`src/rtl/ht_pkg.sv`:
```
package ht_pkg;

  localparam int CNT_W = 8;
  localparam int POS_W = CNT_W + 1;   // position plus pixel phase

  // step request from control to datapath
  typedef struct packed {
    logic             advance;
    logic             jump;
    logic [CNT_W-1:0] jumpTo;
  } hStep_t;

  // decode points for one line width
  typedef struct packed {
    logic [CNT_W-1:0] lastLow;
    logic [CNT_W-1:0] jumpTo;
    logic [CNT_W-1:0] blankEnd;
    logic [CNT_W-1:0] hIntAt;
    logic [CNT_W-1:0] vIntAt;
    logic [POS_W-1:0] syncFall;   // first low pixel {count, phase}
    logic [POS_W-1:0] syncRise;   // first high pixel after the pulse
  } modeCfg_t;

  localparam modeCfg_t NARROW_CFG = '{
    lastLow:  8'h93, jumpTo: 8'hE9, blankEnd: 8'h06,
    hIntAt:   8'h85, vIntAt: 8'h00,
    syncFall: {8'hEC, 1'b1}, syncRise: {8'hF9, 1'b1}
  };

  localparam modeCfg_t WIDE_CFG = '{
    lastLow:  8'hB6, jumpTo: 8'hE4, blankEnd: 8'h08,
    hIntAt:   8'hA7, vIntAt: 8'h02,
    syncFall: {8'hE7, 1'b1}, syncRise: {8'hF8, 1'b0}
  };

  function automatic modeCfg_t cfgFor(input logic wide);
    return wide ? WIDE_CFG : NARROW_CFG;
  endfunction

endpackage

```
`src/rtl/ht_datapath.sv`:
```
module ht_datapath
  import ht_pkg::*;
(
  input  logic             clk,
  input  logic             rst,
  input  hStep_t           step,
  output logic [CNT_W-1:0] hCount
);

  always_ff @(posedge clk) begin
    if (rst) begin
      hCount <= '0;
    end else if (step.advance) begin
      if (step.jump) hCount <= step.jumpTo;
      else           hCount <= CNT_W'(hCount + 1'b1);   // 0xFF wraps to 0x00
    end
  end

endmodule

```
`src/rtl/ht_control.sv`:
```
module ht_control
  import ht_pkg::*;
(
  input  logic             clk,
  input  logic             rst,
  input  logic             pixEn,
  input  logic             wideMode,
  input  logic             syncOff,
  input  logic [CNT_W-1:0] hCount,
  output hStep_t           step,
  output logic             hBlank,
  output logic             hSyncN,
  output logic             hIntStb,
  output logic             vIncStb,
  output logic             vIntStb
);

  logic             phase;
  logic             lineWide;
  modeCfg_t         cfg;
  logic [CNT_W-1:0] nextCount;
  logic [POS_W-1:0] pos;
  logic             firstPix;
  logic             inSync;

  assign cfg = cfgFor(lineWide);

  always_comb begin
    step.advance = pixEn & phase;
    step.jump    = step.advance & (hCount == cfg.lastLow);
    step.jumpTo  = cfg.jumpTo;
    nextCount    = step.jump ? cfg.jumpTo : CNT_W'(hCount + 1'b1);
  end

  always_ff @(posedge clk) begin
    if (rst) begin
      phase    <= 1'b0;
      lineWide <= wideMode;
      hBlank   <= 1'b0;
    end else begin
      if (pixEn) phase <= ~phase;
      if (step.advance && (hCount == {CNT_W{1'b1}})) lineWide <= wideMode;
      if (step.jump)
        hBlank <= 1'b1;
      else if (step.advance && (nextCount == cfg.blankEnd))
        hBlank <= 1'b0;
    end
  end

  assign pos      = {hCount, phase};
  assign inSync   = (pos >= cfg.syncFall) && (pos < cfg.syncRise);
  assign hSyncN   = syncOff | ~inSync;

  assign firstPix = pixEn & ~phase;
  assign hIntStb  = firstPix & (hCount == cfg.hIntAt);
  assign vIncStb  = firstPix & (hCount == cfg.hIntAt);
  assign vIntStb  = firstPix & (hCount == cfg.vIntAt);

endmodule

```
`src/rtl/ht_hline_timer.sv`:
```
module ht_hline_timer
  import ht_pkg::*;
(
  input  logic             clk,
  input  logic             rst,
  input  logic             pixEn,
  input  logic             wideMode,
  input  logic             syncOff,
  output logic [CNT_W-1:0] hCount,
  output logic             hBlank,
  output logic             hSyncN,
  output logic             hIntStb,
  output logic             vIncStb,
  output logic             vIntStb
);

  hStep_t stepReq;

  ht_control u_ctrl (
    .clk      (clk),
    .rst      (rst),
    .pixEn    (pixEn),
    .wideMode (wideMode),
    .syncOff  (syncOff),
    .hCount   (hCount),
    .step     (stepReq),
    .hBlank   (hBlank),
    .hSyncN   (hSyncN),
    .hIntStb  (hIntStb),
    .vIncStb  (vIncStb),
    .vIntStb  (vIntStb)
  );

  ht_datapath u_dp (
    .clk    (clk),
    .rst    (rst),
    .step   (stepReq),
    .hCount (hCount)
  );

endmodule

```
`config.mk`:
```
export PLATFORM = sky130hd
export DESIGN_NAME = ht_hline_timer
export DESIGN_NICKNAME = d
export VERILOG_FILES = /design/src/rtl/ht_pkg.sv /design/src/rtl/ht_datapath.sv /design/src/rtl/ht_control.sv /design/src/rtl/ht_hline_timer.sv
export SDC_FILE = /design/constraint.sdc
export NUM_CORES = 1
export LEC_CHECK = 0
export BUFFER_PORTS_ARGS = -buffer_cell sky130_fd_sc_hd__buf_2
export CAP_MARGIN = 20
export CORE_UTILIZATION = 40
export DETAILED_ROUTE_END_ITERATION = 6
export PLACE_DENSITY = 0.73
export SETUP_SLACK_MARGIN = 0.02
export SYNTH_ARGS = -nofsm -noshare
export SYNTH_HDL_FRONTEND = slang
export SYNTH_SLANG_ARGS = --single-unit
```
`constraint.sdc`:
```
create_clock -name clk -period 1.9 [get_ports clk]
set_input_delay 0.19 -clock clk [delete_from_list [all_inputs] [get_ports clk]]
set_output_delay 0.19 -clock clk [all_outputs]
set_load 0.03 [all_outputs]
```
# Word-level counts from Yosys, hierarchy flattened
# Cells that the tools add are included.
[op_classes] add_sub_neg=1 order_cmp=2 eq_ne=5 muxes=6 bitwise=8 n_reduce_logical=5
[op_table] operator="$mux 56" n=1
[op_table] operator="$eq 8x8->1" n=4
[op_table] operator="$ge 9x9->1" n=1
[op_table] operator="$lt 9x9->1" n=1
[op_table] operator="$add 8x1->8 const B" n=1
[op_table] operator="$eq 8x8->1 const B" n=1
[op_table] operator="$mux 8" n=1
[op_table] operator="$and 1x1->1" n=5
[op_table] operator="$mux 1" n=4
[op_table] operator="$reduce_bool 2->1" n=2
[op_table] operator="$logic_and 1x1->1" n=3
[op_table] operator="$not 1->1" n=2
[op_table] operator="$or 1x1->1" n=1
[word_totals] regBits=11 inputBits=5 wordCells=31

# Logic depth before layout (Yosys ltp)
# Gate-level depths: netlist of run 1.
[depth] word_depth=8 mapped_depth=7 depth_no_buf=7

# Modules after synthesis
# Synthesis of run 1 repeated with hierarchy kept, for this count alone.
[unflattened] hier_cells=137 area_unflattened_um2=1069.8
[by_module_without_submodules] module="ht_control" n_inst=1 cells_each=72 area_each_um2=554.3
[by_module_without_submodules] module="ht_datapath" n_inst=1 cells_each=65 area_each_um2=515.5

# Worst setup path after synthesis of run 1
# OpenSTA, ideal clock, no wires.
[synth_path] kind="reg2out" start="reg u_ctrl.lineWide" end="out vIncStb" arrival_ps=2046 required_ps=1710 path_slack_ps=-336 path_stages_with_launch=6 n_path_buf=1 cell_sequence="edfxtp_1 -> inv_1 -> ha_1 -> nand4_1 -> nor3_1 -> buf_4"
[synth_between] elab_chain_len=3
[synth_rtl] item="start, declared" line_no="ht_control.sv:19" source="logic lineWide;"
[synth_rtl] item="start signal, assigned" line_no="ht_control.sv:38" source="lineWide <= wideMode;"
[synth_rtl] item="start signal, assigned" line_no="ht_control.sv:42" source="if (step.advance && (hCount == {CNT_W{1'b1}})) lineWide <= wideMode;"
[synth_rtl] item="$mux 56" line_no="ht_pkg.sv:37" source="return wide ? WIDE_CFG : NARROW_CFG;"
[synth_rtl] item="$eq 8x8->1"
[synth_rtl] item="$and 1x1->1"
[synth_rtl] item="end, declared" line_no="ht_hline_timer.sv:13" source="output logic vIncStb,"
# Every way passes these cells.

# Worst setup path in the final report of run 1
[layout_path] start="reg u_ctrl.lineWide" end="out hSyncN"
[layout_between] elab_chain_len=5 elab_cells_between_ends=6 cone_classes="order compare: 2; mux: 1; bitwise: 2; reduce/logical: 1"
[layout_rtl] item="$mux 56 *" line_no="ht_pkg.sv:37"
[layout_rtl] item="$ge 9x9->1 or $lt 9x9->1 (tied branches)" line_no="ht_control.sv:51" source="assign inSync = (pos >= cfg.syncFall) && (pos < cfg.syncRise);"
[layout_rtl] item="$logic_and 1x1->1 *" line_no="ht_control.sv:51"
[layout_rtl] item="$not 1->1 *" line_no="ht_control.sv:52" source="assign hSyncN = syncOff | ~inSync;"
[layout_rtl] item="$or 1x1->1 *" line_no="ht_control.sv:52"
[layout_rtl] item="end, declared" line_no="ht_hline_timer.sv:11" source="output logic hSyncN,"
# Mark *: on every way between the ends. The rest lies on a longest branch, timed or not.

==> flow_metrics.tcl, run 1 <==
set metrics [dict create \
    dieHeight_um 49.3 \
    grt_pass1_vias 858 \
    min_path_type "input pin to register" \
    rows 16 \
    synth_top_area_cell "dfxtp_1" \
    clkTransAtPathRegs_ns 0.08 \
    yosys-top-cells-area "dfxtp_1 (22%), ha_1 (7.0%), a21oi_1 (4.5%)" \
    synth_compound_area_share_pct 21.1 \
    cp-end-kind "output pin" \
    crit_chain "inv_2, ha_4, a21o_1, a21o_1, a311oi_1, or4_4, buf_6" \
    cpPeakStageDelay_ns 0.53 \
    antenna_found_initial 0 \
    drt_iter0_drc 6 \
    numCtsBuffers 3 \
    viasPerCell 5.66 \
    finalNonFillerCells 160 \
    post-route-drc-count 0 \
    clk_path_buf_depth 2 \
    netlist_instances 106 \
    worstRegToRegCells 9 \
    fin_crit_sh_pct 115 \
    power.leakage_nw 0.512 \
    irDropWorstVdd_uv 441 \
    synth.top_cell.area_share_pct 22.3 \
    total_power_w 0.000528 \
    cp.arrival_ns 2.00 \
    fin_ws_ns -0.285 \
    routed_wirelength_um 2430 \
    timing.rr.end "u_ctrl.hBlank$_SDFFE_PP0P_" \
    die_x_um 49.3 \
    insertion_delay_ns 0.28 \
    syn_area_um2 896 \
    violations "negative setup slack" \
    dp.cells 151 \
    yosysWarnings 0 \
    critical_path.slowest_cell "or4_4" \
    rsz0062_at_grt "true" \
    relSlewSlack_pct 72.9 \
    root_buffer "clkbuf_4" \
    num_vias 906 \
    synth_commonest_cells "dfxtp_1 (10), nor2_1 (10), a21oi_1 (8), nand2_1 (8)" \
    routabilityCongestion 0.904 \
    critPathLaunch "u_ctrl.lineWide$_DFFE_PP_" \
    path_buf_inv 2 \
    portBuffers 17 \
    worstPathRequired_ns 1.71 \
    cts.sinks 11 \
    ios 18 \
    drt_first_pass_iters 4 \
    setup_viol 9 \
    crit_path_end "hSyncN" \
    synth_fp_nets 116 \
    synthFlopType "dfxtp_1" \
    cp_max_fo 3 \
    hold_viol_final 0 \
    r2r-start "u_ctrl.lineWide$_DFFE_PP_" \
    drv_slew 0 \
    synth.distinct_cells 42 \
    overflow 0 \
    worst_setup_path_start_kind "register" \
    fmax_mhz 458 \
    routedWlPerCell_um 15.2 \
    timing_worst_setup_path_type "register to output pin" \
    synth_xor_area_share_pct 4.89 \
    power_density_nw_per_um2 450 \
    n_antenna_cell 0 \
    synth_top_family_by_area "simple AND/OR/NAND/NOR gates" \
    grt_pass1_wl_um 3840 \
    avgSynthCellArea_um2 8.45 \
    cts_max_level 1 \
    tns_ns -1.39 \
    layout-drive-gt1-share_pct 44.4 \
    synth_edf_count 1 \
    worstSetupPathDepth 7 \
    finalClockSkew_ns 0.00258 \
    ant_nets 0 \
    cts_tree "yes" \
    synth-async-reset-ratio_pct 0 \
    synth-simple-area-share_pct 31.7 \
    nNetsFinal 144 \
    ys_ff_latch 11 \
    critPathTopFamily "simple AND/OR/NAND/NOR gates" \
    place_hpwl_um 1710 \
    worst_pin_slew_ns 0.407 \
    grt_max_degree 12 \
    rrSetupSlack_ns -0.22 \
    min_period_ns 2.19 \
    cpMostUsedCell "a21o_1" \
    die_area_um2 2430 \
    seq_area_frac_synth_pct 25.7 \
    status "finished with violations" \
    syn_to_final_growth_pct 30.9 \
    grt_usage_pct 20.7 \
    synthAdderAreaFrac_pct 6.98 \
    synthMuxAreaShare_pct 2.37 \
    maxCapViolCount 0 \
    core_um2 2040 \
    initial_core_util_pct 43.9 \
]
[state kept, by name, indices dropped and copies added (netlist names)]
register and count:
u_dp.hCount 8, u_ctrl.lineWide 1, u_ctrl.hBlank 1, u_ctrl.phase 1
[layout by cell type (no fill, tap or decap), types with 3 or more instances in the layout]
master    Yosys  final
nand4_1       3      3
dfxtp_1      10      9
nand2b_1      3      3
buf_4         2     14
nor2_1       10      9
xor2_1        3      3
a21oi_1       8      6
nand2_1       8      7
nor3_2        1      3
ha_1          5      4
clkbuf_4      0      3
buf_2         1     14
o21ai_1       0      3
buf_6         3      3
nand3_1       5      5
[final cells by class]
class                      count  area, um2
inverter                       1       3.75
clock inverter                 1       5.00
multi-input combinational     86        667
timing repair buffer          31        209
sequential                    11        231
fill                         202        870
tap                           27       33.8
clock buffer                   3       22.5
[metal layers]
layer	part of all wire, %	routed length, um	track usage [%]
met5	0	0	0
met3	4.4	107	2.18
met1	46	1110	28.0
met4	2.5	61	8.33
met2	47	1150	33.1
[cells by family after synthesis]
group | after synthesis
xor gates and xnor gates | 5
DFF | 11
AOI/OAI and AO/OA | 26
muxes | 2
and+or+nand+nor | 48
buffers and inverters | 9
adders and majority gates | 5
[what timing repair did]
item	in CTS	in global routing
endpoints found under the hold margin	0	0
endpoints found under the setup margin	1	10
hold buffers	0	0
setup buffers	1	4
gates resized for setup	2	20
pin swaps	1	16
[worst min-delay path by stage]
stage               cells after the start  slack (ns)  startpoint                        end
global route                            1        0.09    wideMode  u_ctrl.lineWide$_DFFE_PP_
floorplan                               0        0.29    wideMode  u_ctrl.lineWide$_DFFE_PP_
CTS                                     1         0.1    wideMode  u_ctrl.lineWide$_DFFE_PP_
detailed placement                      1        0.39    wideMode  u_ctrl.lineWide$_DFFE_PP_
global placement                        1        0.39    wideMode  u_ctrl.lineWide$_DFFE_PP_
finish                                  1         0.1    wideMode  u_ctrl.lineWide$_DFFE_PP_
[power by group]
group | switching [W] | internal [W]
clock network | 0.0000913 | 0.0000782
logic | 0.0000618 | 0.0000482
registers | 0.00000834 | 0.000240
total | 0.000161 | 0.000367
[through the flow]
| step | hold WS, ns | util, % | setup slack (ns) | area [um2] |
|---|---|---|---|---|
| after floorplan | 0.289 | - | -0.00772 | 925 |
| after global placement | 0.386 | 51.4 | 0.0426 | 1050 |
| after detailed placement | 0.390 | 51.4 | 0.00836 | 1050 |
| after CTS | 0.0982 | 53.4 | -0.263 | 1090 |
| after global routing | 0.0903 | 57.4 | -0.366 | 1170 |
| final | 0.0996 | 57.4 | -0.285 | 1170 |
[worst reg2reg max path: stages (launching register included)]
cell	delay [ns]
edfxtp_1	0.41
inv_2	0.11
ha_4	0.22
buf_4	0.13
buf_6	0.11
nor4b_4	0.37
o211a_4	0.26
nor2_2	0.05
and3_4	0.15
a311oi_2	0.22
Note: power is estimated with default switching activity, not from simulation.
==> run 2: changes to the inputs <==
--- a/config.mk
+++ b/config.mk
@@ -10,6 +10,7 @@
 export CORE_UTILIZATION = 40
 export DETAILED_ROUTE_END_ITERATION = 6
 export PLACE_DENSITY = 0.73
+export RECOVER_POWER = 25
 export SETUP_SLACK_MARGIN = 0.02
 export SYNTH_ARGS = -nofsm -noshare
 export SYNTH_HDL_FRONTEND = slang
==> flow_metrics.tcl, run 2 (same netlist as run 1, synthesis figures left out) <==
set metrics [dict create \
    setup_viol 9 \
    ant_nets 0 \
    violations "negative setup slack" \
    min_period_ns 2.19 \
    layout_commonest_cell "buf_4" \
    initial_core_util_pct 43.9 \
    portBuffers 17 \
    post-route-drc-count 0 \
    ctsHoldBuffers 0 \
    tns_ns -1.39 \
    met2WireLength_um 1150 \
    grt_usage_pct 20.7 \
    layout-drive-gt1-share_pct 42.9 \
    die_area_um2 2430 \
    rows 16 \
    hold_viol_final 0 \
    cts_tree "yes" \
    numCtsBuffers 3 \
    root_buffer "clkbuf_4" \
    cp.arrival_ns 2.00 \
    finalClockSkew_ns 0.00258 \
    drt_first_pass_iters 4 \
    layout_common_cells "buf_4 (14), buf_2 (12), nor2_1 (9), dfxtp_1 (9), nand2_1 (7)" \
    cp_max_fo 3 \
    grt_max_degree 12 \
    power_density_nw_per_um2 451 \
    cp-end-kind "output pin" \
    relSlewSlack_pct 72.9 \
    maxCapViolCount 0 \
    rsz0062_at_grt "true" \
    status "finished with violations" \
    antenna_found_initial 0 \
    worst_setup_path_start_kind "register" \
    n_antenna_cell 0 \
    fin_crit_sh_pct 115 \
    nNetsFinal 144 \
    final_util_pct 57.3 \
    die_x_um 49.3 \
    total_power_w 0.000528 \
    core_um2 2040 \
    stdcell_area_um2 1170 \
    worstPathRequired_ns 1.71 \
    viasPerCell 5.66 \
    irDropWorstVdd_uv 441 \
    routed_wirelength_um 2430 \
    cts_max_level 1 \
    ios 18 \
    drt_iter0_drc 6 \
    worst_pin_slew_ns 0.407 \
    fin_ws_ns -0.286 \
    min_path_type "input pin to register" \
    syn_to_final_growth_pct 30.6 \
    grt_pass1_wl_um 3840 \
    hold_ws_ns 0.0996 \
    overflow 0 \
    power.leakage_nw 0.503 \
    route.met3.wl_um 107 \
    place_hpwl_um 1710 \
    largest_reg_flops 8 \
    placed_cell_area_um2 1050 \
    clk_path_buf_depth 2 \
    num_vias 906 \
    drv_slew 0 \
    top_layer "met4" \
    m1WireLength_um 1110 \
    dieHeight_um 49.3 \
    cts.sinks 11 \
    routabilityCongestion 0.904 \
    insertion_delay_ns 0.28 \
    fmax_mhz 458 \
    clkTransAtPathRegs_ns 0.08 \
    largest_register "u_dp.hCount" \
    grt_pass1_vias 858 \
    routedWlPerCell_um 15.2 \
    timing_worst_setup_path_type "register to output pin" \
]
-- run 2: changes by cell type in the layout (fill, tap and decap cells not counted) --
cell      delta
buf_2        -2
clkbuf_1     +2
-- run 2: worst max-delay path, stage by stage (launching register included) --
cell and delay [ns]:
edfxtp_1 0.37, inv_2 0.07, ha_4 0.27, a21o_1 0.11, a21o_1 0.12, a311oi_1 0.08, or4_4 0.53, buf_6 0.15
-- run 2: routing by layer --
metal  global-route usage [%]  vias to the layer above
li1                         -                      446
met1                     28.0                      422
met2                     33.1                       32
met3                     2.18                        6
met4                     8.33                        0
met5                        0                        -
-- run 2: area by class of cell --
class | count | area [um2]
Tap cell | 27 | 33.8
Sequential cell | 11 | 231
Inverter | 1 | 3.75
Timing Repair Buffer | 31 | 206
Clock inverter | 1 | 5.00
Multi-Input combinational cell | 86 | 667
Fill cell | 203 | 872
Clock buffer | 3 | 22.5
-- run 2: where the power goes --
part	total (W)	leakage (nW)	switching, W	internal (W)
Clock	0.000169	0.0177	0.0000913	0.0000782
Sequential	0.000248	0.0911	0.00000834	0.000240
Combinational	0.000110	0.394	0.0000618	0.0000482
-- run 2: path summary, 6_finish.rpt --
path	slack [ns]	end	cells after the start	from
max	-0.29	hSyncN	7	u_ctrl.lineWide$_DFFE_PP_
min	0.1	u_ctrl.lineWide$_DFFE_PP_	1	wideMode
max reg2reg	-0.22	u_ctrl.hBlank$_SDFFE_PP0P_	9	u_ctrl.lineWide$_DFFE_PP_
min reg2reg	0.54	u_dp.hCount[1]$_SDFFE_PP0P_	2	u_dp.hCount[1]$_SDFFE_PP0P_
-- run 2: what timing repair did --
| action | in CTS | in global routing |
|---|---|---|
| setup buffers | 1 | 4 |
| endpoints found under the setup margin | 1 | 10 |
| resized for setup | 2 | 20 |
| pin swaps | 1 | 16 |
-- run 2: through the flow --
| stage | setup WS, ns | std cells |
|---|---|---|
| CTS | -0.263 | 156 |
| finish | -0.286 | 160 |
| global route | -0.366 | 160 |
| detailed placement | 0.00836 | 151 |
| global placement | 0.0426 | 151 |
| floorplan | -0.00772 | 106 |
